File: config.mk
export PLATFORM = sky130hd
export DESIGN_NAME = wsr_top
export DESIGN_NICKNAME = d
export VERILOG_FILES = /design/src/rtl/wsr_pkg.sv /design/src/rtl/wsr_reporter.sv /design/src/rtl/wsr_poller.sv /design/src/rtl/wsr_top.sv
export SDC_FILE = /design/constraint.sdc
export NUM_CORES = 1
export LEC_CHECK = 0
export ABC_AREA = 1
export BUFFER_PORTS_ARGS = -buffer_cell sky130_fd_sc_hd__buf_2
export CAP_MARGIN = 5
export CORE_MARGIN = 5
export CORE_UTILIZATION = 35
export DETAILED_ROUTE_END_ITERATION = 8
export PLACE_DENSITY = 0.62
export SYNTH_ARGS = -nofsm -noshare
export SYNTH_HDL_FRONTEND = slang
export SYNTH_HIERARCHICAL = 1
export SYNTH_SLANG_ARGS = --single-unit
File: constraint.sdc
create_clock -name clk -period 2.75 [get_ports clk]
set_input_delay 0.275 -clock clk [delete_from_list [all_inputs] [get_ports clk]]
set_output_delay 0.275 -clock clk [all_outputs]
set_load 0.01 [all_outputs]
File: src/rtl/wsr_pkg.sv
package wsr_pkg;
    localparam int STAT_BIT = 7;
    localparam int TOG_BIT  = 6;

    typedef enum logic [1:0] {
        PS_IDLE = 2'd0,
        PS_REQ  = 2'd1,
        PS_WAIT = 2'd2
    } poll_st_e;
endpackage

File: src/rtl/wsr_reporter.sv
module wsr_reporter
    import wsr_pkg::*;
#(
    parameter int DATA_W    = 16,
    parameter int SETTLE_RD = 1
) (
    input  logic              clk,
    input  logic              rst_n,
    input  logic              arr_busy,
    input  logic              arr_erase,
    input  logic [DATA_W-1:0] arr_data,
    input  logic              rd,
    output logic [DATA_W-1:0] rdata,
    output logic              rvld
);
    localparam int SW = (SETTLE_RD > 0) ? $clog2(SETTLE_RD + 1) : 1;

    typedef struct packed {
        logic              tog;
        logic              busy;
        logic [SW-1:0]     settle;
        logic [DATA_W-1:0] dout;
        logic              vld;
    } rep_s;

    rep_s q, d;
    logic              tog_now;
    logic [SW-1:0]     settle_now;
    logic [DATA_W-1:0] resp;

    always_comb begin
        d       = q;
        d.busy  = arr_busy;
        d.vld   = rd;
        tog_now = (arr_busy && !q.busy) ? 1'b0 : q.tog;
        settle_now = q.busy ? SW'(SETTLE_RD) : q.settle;
        resp    = arr_data;

        if (arr_busy) begin
            d.settle = '0;
            d.tog    = rd ? ~tog_now : tog_now;
            if (arr_erase) begin
                resp = '0;
            end else begin
                resp           = arr_data;
                resp[STAT_BIT] = ~arr_data[STAT_BIT];
            end
            resp[TOG_BIT] = tog_now;
        end else begin
            d.tog    = q.tog;
            d.settle = settle_now;
            if (settle_now != '0) begin
                resp           = '0;
                resp[STAT_BIT] = arr_data[STAT_BIT];
                resp[TOG_BIT]  = q.tog;
                if (rd) begin
                    d.settle = settle_now - SW'(1);
                end
            end
        end

        if (rd) begin
            d.dout = resp;
        end
    end

    always_ff @(posedge clk or negedge rst_n) begin
        if (!rst_n) begin
            q <= '0;
        end else begin
            q <= d;
        end
    end

    assign rdata = q.dout;
    assign rvld  = q.vld;
endmodule

File: src/rtl/wsr_poller.sv
module wsr_poller
    import wsr_pkg::*;
#(
    parameter int DATA_W    = 16,
    parameter int MAX_POLLS = 64
) (
    input  logic              clk,
    input  logic              rst_n,
    input  logic              start,
    input  logic              use_toggle,
    input  logic              is_erase,
    input  logic              prog_bit,
    output logic              rd,
    input  logic [DATA_W-1:0] rdata,
    input  logic              rvld,
    output logic              done,
    output logic              err,
    output logic [DATA_W-1:0] result,
    output logic              active
);
    localparam int CW = $clog2(MAX_POLLS + 1);

    typedef struct packed {
        poll_st_e          st;
        logic              tmode;
        logic              tgt;
        logic [CW-1:0]     reads;
        logic [1:0]        conf;
        logic              prev6;
        logic              have_prev;
        logic              done;
        logic              err;
        logic [DATA_W-1:0] result;
    } poll_s;

    poll_s q, d;
    logic          pass;
    logic [CW-1:0] reads_nx;

    always_comb begin
        d        = q;
        reads_nx = q.reads + CW'(1);
        pass     = q.tmode ? (q.have_prev && (rdata[TOG_BIT] == q.prev6))
                           : (rdata[STAT_BIT] == q.tgt);

        case (q.st)
            PS_IDLE: begin
                if (start) begin
                    d.tmode     = use_toggle;
                    d.tgt       = is_erase ? 1'b1 : prog_bit;
                    d.reads     = '0;
                    d.conf      = 2'd0;
                    d.have_prev = 1'b0;
                    d.done      = 1'b0;
                    d.err       = 1'b0;
                    d.st        = PS_REQ;
                end
            end
            PS_REQ: begin
                d.st = PS_WAIT;
            end
            PS_WAIT: begin
                if (rvld) begin
                    d.reads     = reads_nx;
                    d.prev6     = rdata[TOG_BIT];
                    d.have_prev = 1'b1;
                    if (pass && (q.conf == 2'd2)) begin
                        d.done   = 1'b1;
                        d.result = rdata;
                        d.st     = PS_IDLE;
                    end else begin
                        d.conf = pass ? (q.conf + 2'd1) : 2'd0;
                        if (reads_nx == CW'(MAX_POLLS)) begin
                            d.err = 1'b1;
                            d.st  = PS_IDLE;
                        end else begin
                            d.st = PS_REQ;
                        end
                    end
                end
            end
            default: begin
                d.st = PS_IDLE;
            end
        endcase
    end

    always_ff @(posedge clk or negedge rst_n) begin
        if (!rst_n) begin
            q <= '0;
        end else begin
            q <= d;
        end
    end

    assign rd     = (q.st == PS_REQ);
    assign done   = q.done;
    assign err    = q.err;
    assign result = q.result;
    assign active = (q.st != PS_IDLE);
endmodule

File: src/rtl/wsr_top.sv
module wsr_top #(
    parameter int DATA_W    = 16,
    parameter int SETTLE_RD = 1,
    parameter int MAX_POLLS = 64
) (
    input  logic              clk,
    input  logic              rst_n,
    input  logic              arr_busy,
    input  logic              arr_erase,
    input  logic [DATA_W-1:0] arr_data,
    input  logic              dev_rd,
    output logic [DATA_W-1:0] dev_rdata,
    output logic              dev_rvld,
    input  logic              hst_start,
    input  logic              hst_toggle,
    input  logic              hst_erase,
    input  logic              hst_prog_bit,
    output logic              hst_rd,
    input  logic [DATA_W-1:0] hst_rdata,
    input  logic              hst_rvld,
    output logic              hst_done,
    output logic              hst_err,
    output logic [DATA_W-1:0] hst_result,
    output logic              hst_active
);
    wsr_reporter #(
        .DATA_W    (DATA_W),
        .SETTLE_RD (SETTLE_RD)
    ) u_rep (
        .clk       (clk),
        .rst_n     (rst_n),
        .arr_busy  (arr_busy),
        .arr_erase (arr_erase),
        .arr_data  (arr_data),
        .rd        (dev_rd),
        .rdata     (dev_rdata),
        .rvld      (dev_rvld)
    );

    wsr_poller #(
        .DATA_W    (DATA_W),
        .MAX_POLLS (MAX_POLLS)
    ) u_pol (
        .clk        (clk),
        .rst_n      (rst_n),
        .start      (hst_start),
        .use_toggle (hst_toggle),
        .is_erase   (hst_erase),
        .prog_bit   (hst_prog_bit),
        .rd         (hst_rd),
        .rdata      (hst_rdata),
        .rvld       (hst_rvld),
        .done       (hst_done),
        .err        (hst_err),
        .result     (hst_result),
        .active     (hst_active)
    );
endmodule

Word-level counts from Yosys, hierarchy flattened
Index checks and enable logic that the tools add are counted.

operators by class
  add/sub/neg operators = 3
  equal/unequal tests = 11
  muxes and demuxes = 26
  bitwise gates (word level) = 2
  reduce and logical (&&, ||, !) cells = 15

operators with widths
  cell                                                                     count
  16-bit two-way mux                                                       4
  29-bit two-way mux                                                       1
  9-bit case mux with 2 select lines                                       1
  1-bit two-way mux                                                        13
  13-bit two-way mux                                                       1
  4-bit AND reduction                                                      2
  7-bit by 1-bit adder with 7-bit output, second input constant            1
  7-bit == test, second input constant                                     1
  2-bit two-way mux                                                        3
  2-bit inequality test, second input constant                             3
  2-bit case mux with 3 select lines                                       1
  3-bit case mux with 2 select lines                                       1
  2-bit AND reduction                                                      3
  3-bit AND reduction                                                      2
  5-bit AND reduction                                                      1
  2-bit == test, second input constant                                     2
  2-bit by 1-bit inequality test with 1-bit output, second input constant  2
  2-bit nonzero test                                                       2
  1-bit logical AND                                                        3
  3-bit two-way mux                                                        1
  2-bit by 1-bit adder with 2-bit output, second input constant            1
  1-bit == test                                                            2
  2-bit by 1-bit == test with 1-bit output, second input constant          1
  2-bit logical NOT                                                        1
  3 further kinds                                                          4

storage, ports and cells
  register bits after elaboration = 53
  input port bits = 42
  output and inout bits = 37
  word-level logic and storage cells = 72

Depth between registers and ports, before layout
  depth after elaboration = 7
  mapped depth = 11
  gate-level depth less buffers = 11

By module
Netlist, hierarchy kept.

modules (own cells, without submodules)
  module        instances  cells each  area each (um2)  seq. area each (um2)
  wsr_poller    1          200         1657.8           825.8
  wsr_reporter  1          126         1074.8           500.5

Least setup slack after synthesis
OpenSTA, ideal clock, no wires.

  path kind = register -> register
  start point = register u_pol/q[20] (netlist bit)
  end point = register u_pol.q, in the netlist u_pol/result[0]
  library setup time = 66 ps
  arrival time = 1291 ps
  data required time = 2684 ps
  slack = 1393 ps
  stages on the path, launching flop included = 7
  buffers on the path = 2
  period minus slack after synthesis = 1357 ps
  path through = dfrtp_1 -> inv_1 -> ha_1 -> clkbuf_1 -> clkbuf_1 -> nand3_1 -> nand2_1

between the ends
  cells in the longest elaborated chain, start to end = 3

RTL lines
  item                                  line              RTL
  start: declaration                    wsr_poller.sv:36  poll_s q, d;
  start signal: assignment              wsr_poller.sv:90  q <= '0;
  start signal: assignment              wsr_poller.sv:92  q <= d;
  2-bit == test                         wsr_poller.sv:67  if (pass && (q.conf == 2'd2)) begin
  1-bit logical AND                     wsr_poller.sv:67
  3-bit AND reduction (no source line)  -

Every way passes these cells.
A chain may end at the register's enable or synchronous reset.

Worst setup path in the final report
  start point = register u_pol/q[31] (netlist bit)
  end point = register u_pol.q, in the netlist u_pol/result[7]

between the ends
  cells in the longest elaborated chain, start to end = 2

RTL lines
  item                                  line              RTL
  2-bit == test                         wsr_poller.sv:46  case (q.st)
  3-bit AND reduction (no source line)  -

Every way passes these cells.

==> results by group <==
Run status
  – Status: completed

Detailed routing
  – DRC errors left: 0
  – Drt wl/cell: 12.25 um
  – Antenna Nets Post-Route: 0
  – DRT iter0 DRCs: 96
  – 1st-pass router iterations: 4
  – Vias per Instance: 4.569
  – Total wire length: 5794 um
  – Vias: 2,161

Clock tree
  – H-tree Lvls: 2
  – Clk slew on worst S/H paths: around 0.09 ns
  – Hold Buf Count CTS: 0
  – Num CTS Buffers: 5
  – CTS tree: built
  – Clk sinks: between 50 and 60
  – Clock Latency Late Sink: 0.30 ns
  – # Post-CTS Setup Buffers: 0
  – Post_cts resized: 0
  – Longest Clk Path Bufs: 2
  – Root Driver: clkbuf_8

Run
  – Max-capacitance violation count: 0

Critical path
  – Critical path peak fanout: 19
  – Critical Path Source Type: flip-flop
  – Arrival time worst endpoint: ~1.9 ns
  – R2R Path Start: u_pol/q[31]
  – Crit Path Class: flip-flop to flip-flop
  – Biggest cell delay along the critical path: 0.43 ns
  – Largest delay share family, worst path: simple AND/OR/NAND/NOR gates
  – Crit path buf inv count: 0
  – CP Capture Type: flip-flop
  – CP required: between 2 and 3 ns
  – CP max-delay cell: dfrtp_1
  – Critical Path Start: u_pol/q[31]
  – CP cell instances: nor2_4 > nand2_2 > a21oi_4 > nand2_4 > nand2_1 > o21ai_0

Synthesis
  – Cell variety after synth: 25
  – Post-Syn Instances: between 300 and 400
  – Mapped Area: 2733 sq um
  – Yosys warning total: 6
  – Synthesized Nets: 370
  – Post-synthesis sequential area ratio: 48.53%
  – Post-Syn Area per Cell: 8.382 sq um
  – #FFs+latches synth: between 50 and 60

Placement
  – Placed inst area: 2930 sq um
  – GPL Wtd Cong: 0.7982
  – PortBufs: ~80
  – DPL Wire Length: 4289 um

Timing
  – Skew final: 0.004708 ns
  – Max Clock Freq: 580.9 MHz
  – Final period util: 62.59%
  – Final hold violations: 0
  – RSZ-0062 raised after global routing: no
  – Final setup vio count: 0
  – Slew Viols, Final: 0
  – Fin crit period: 1.721 ns
  – Worst Max-Slew Pin Slew: 0.9265 ns
  – Relative slew slack: 38.24%
  – Fin Setup TNS: 0 ns

Layout
  – Layout Cell Area excl Fill: 3034 sq um
  – Diode count: 0
  – Area delta synth->final: 11.03%
  – Layout cells sized above 1: 27.49%
  – Final net count: 415

GRT
  – Number of global-route vias before repair: 2,110
  – Pin count of the biggest net entering global routing: 42
  – Global-route wire length before repair: just under 10,000 um
  – Gr usage total: 12.25%
  – GRT Residual Overflow: 0
  – Initial antenna violation count: 0

Power
  – PnR Total Power: 2.077 mW
  – Pwr per Cell Area: 684.4 nW/um^2
  – VDD IR max: 0.4032 mV
  – Leakage: 1.731 nW

Die
  – Die Y: 98.36 um
  – Area of the core: between 7000 and 8000 sq um
  – Die Width: just under 100 um
  – Starting density of the core: 35.73%
  – Rows: 32
  – I/O Pins: just under 80
  – DIE AREA: 9675 sq um

Hold path
  – Worst Hold Class: input port to async pin
==> synth_stat cells, drive strengths merged <==
master	number	share of area, %
nor2	13	2.3
buf	39	11
nand2	116	17
nand4	2	0.46
or2	1	0.23
nand3b	15	4.1
clkbuf	3	0.78
xor2	1	0.32
dfrtp	53	49
o21bai	1	0.27
a21oi	6	1.5
nand3	29	5.3
inv	26	3.6
ha	2	0.92
o21ai	19	3.5
==> worst paths after layout <==
path                                          to  slack (ns)  depth (start not counted)
worst max-delay path             u_pol/result[7]        1.03                          6
worst min-delay path             u_rep/rdata[12]        0.11                          1
worst max register to register   u_pol/result[7]        1.03                          6
worst min register to register  u_pol/result[10]        0.48                          2
max in group asynchronous            u_pol/q[30]        1.97                          2
min in group clk                     u_rep/q[18]        0.18                          1
==> through the flow <==
| step | utilization [%] | hold slack [ns] | worst slack (ns) | cells |
|---|---|---|---|---|
| floorplan | - | -0.02059 | 1.393 | 326 |
| global placement | 38.32 | 0.4545 | 1.071 | 466 |
| detailed placement | 38.32 | 0.4542 | 1.023 | 466 |
| CTS | 39.68 | 0.1398 | 1.014 | 473 |
| global route | 39.68 | 0.1594 | 0.8695 | 473 |
| finish | 39.68 | 0.1075 | 1.029 | 473 |
==> worst register-to-register path, cell delays in order, from the launching register on <==
cell     delay (ns)
dfrtp_1        0.43
nor2_4         0.16
nand2_2        0.18
a21oi_4        0.42
nand2_4        0.23
nand2_1        0.12
o21ai_0        0.08
==> report_power, final <==
part | switching, mW | total [mW] | internal [mW] | leakage (nW)
registers | 0.0822 | 1.00 | 0.919 | 0.702
logic | 0.368 | 0.573 | 0.205 | 0.975
clock network | 0.237 | 0.502 | 0.265 | 0.0540
==> kinds of logic after synthesis <==
kind of cell / after synthesis / share of synthesized area [%]
and+or+nand+nor: 176 / 29.12
buffers and inverters: 68 / 15.84
DFF: 53 / 48.53
AOI/OAI and AO/OA: 26 / 5.266
adders and majority gates: 2 / 0.9156
xor gates and xnor gates: 1 / 0.3206
==> registers in the layout, indices dropped and copies added, names as in the netlist <==
name and flops:
u_pol/done 1, u_pol/err 1, u_pol/q 15, u_pol/result 16, u_rep/q 3, u_rep/rdata 16
u_rep/rvld 1
==> cell type report <==
type                            count  area [sq um]
Clock buffer                        5         68.82
Timing Repair Buffer               80         405.4
Clock inverter                      2         35.03
Inverter                           26         97.59
Fill cell                         807          4613
Sequential cell                    53          1326
Tap cell                          102         127.6
Multi-Input combinational cell    205         973.4
==> cells in the final DEF (no fill, tap or decap), drive strengths merged <==
master / n
ha: 2
inv: 26
o21bai: 1
or2: 1
buf: 80
o21ai: 19
a21oi: 6
nand3b: 15
nand2: 116
nor2: 13
clkinv: 1
nand3: 29
nand4: 2
clkbuf: 5
xor2: 1
dfrtp: 53
bufinv: 1
==> layer usage <==
metal	global-route usage [%]	wire [um]	vias to the layer above	share of wire (%)
met5	0	0	-	0
met4	3.151	51	0	0.88
met3	4.429	473	4	8.2
met2	19.45	2616	69	45
met1	15.91	2652	1000	46
li1	-	-	1088	-
No activity file was read; power rests on OpenSTA's default activity.
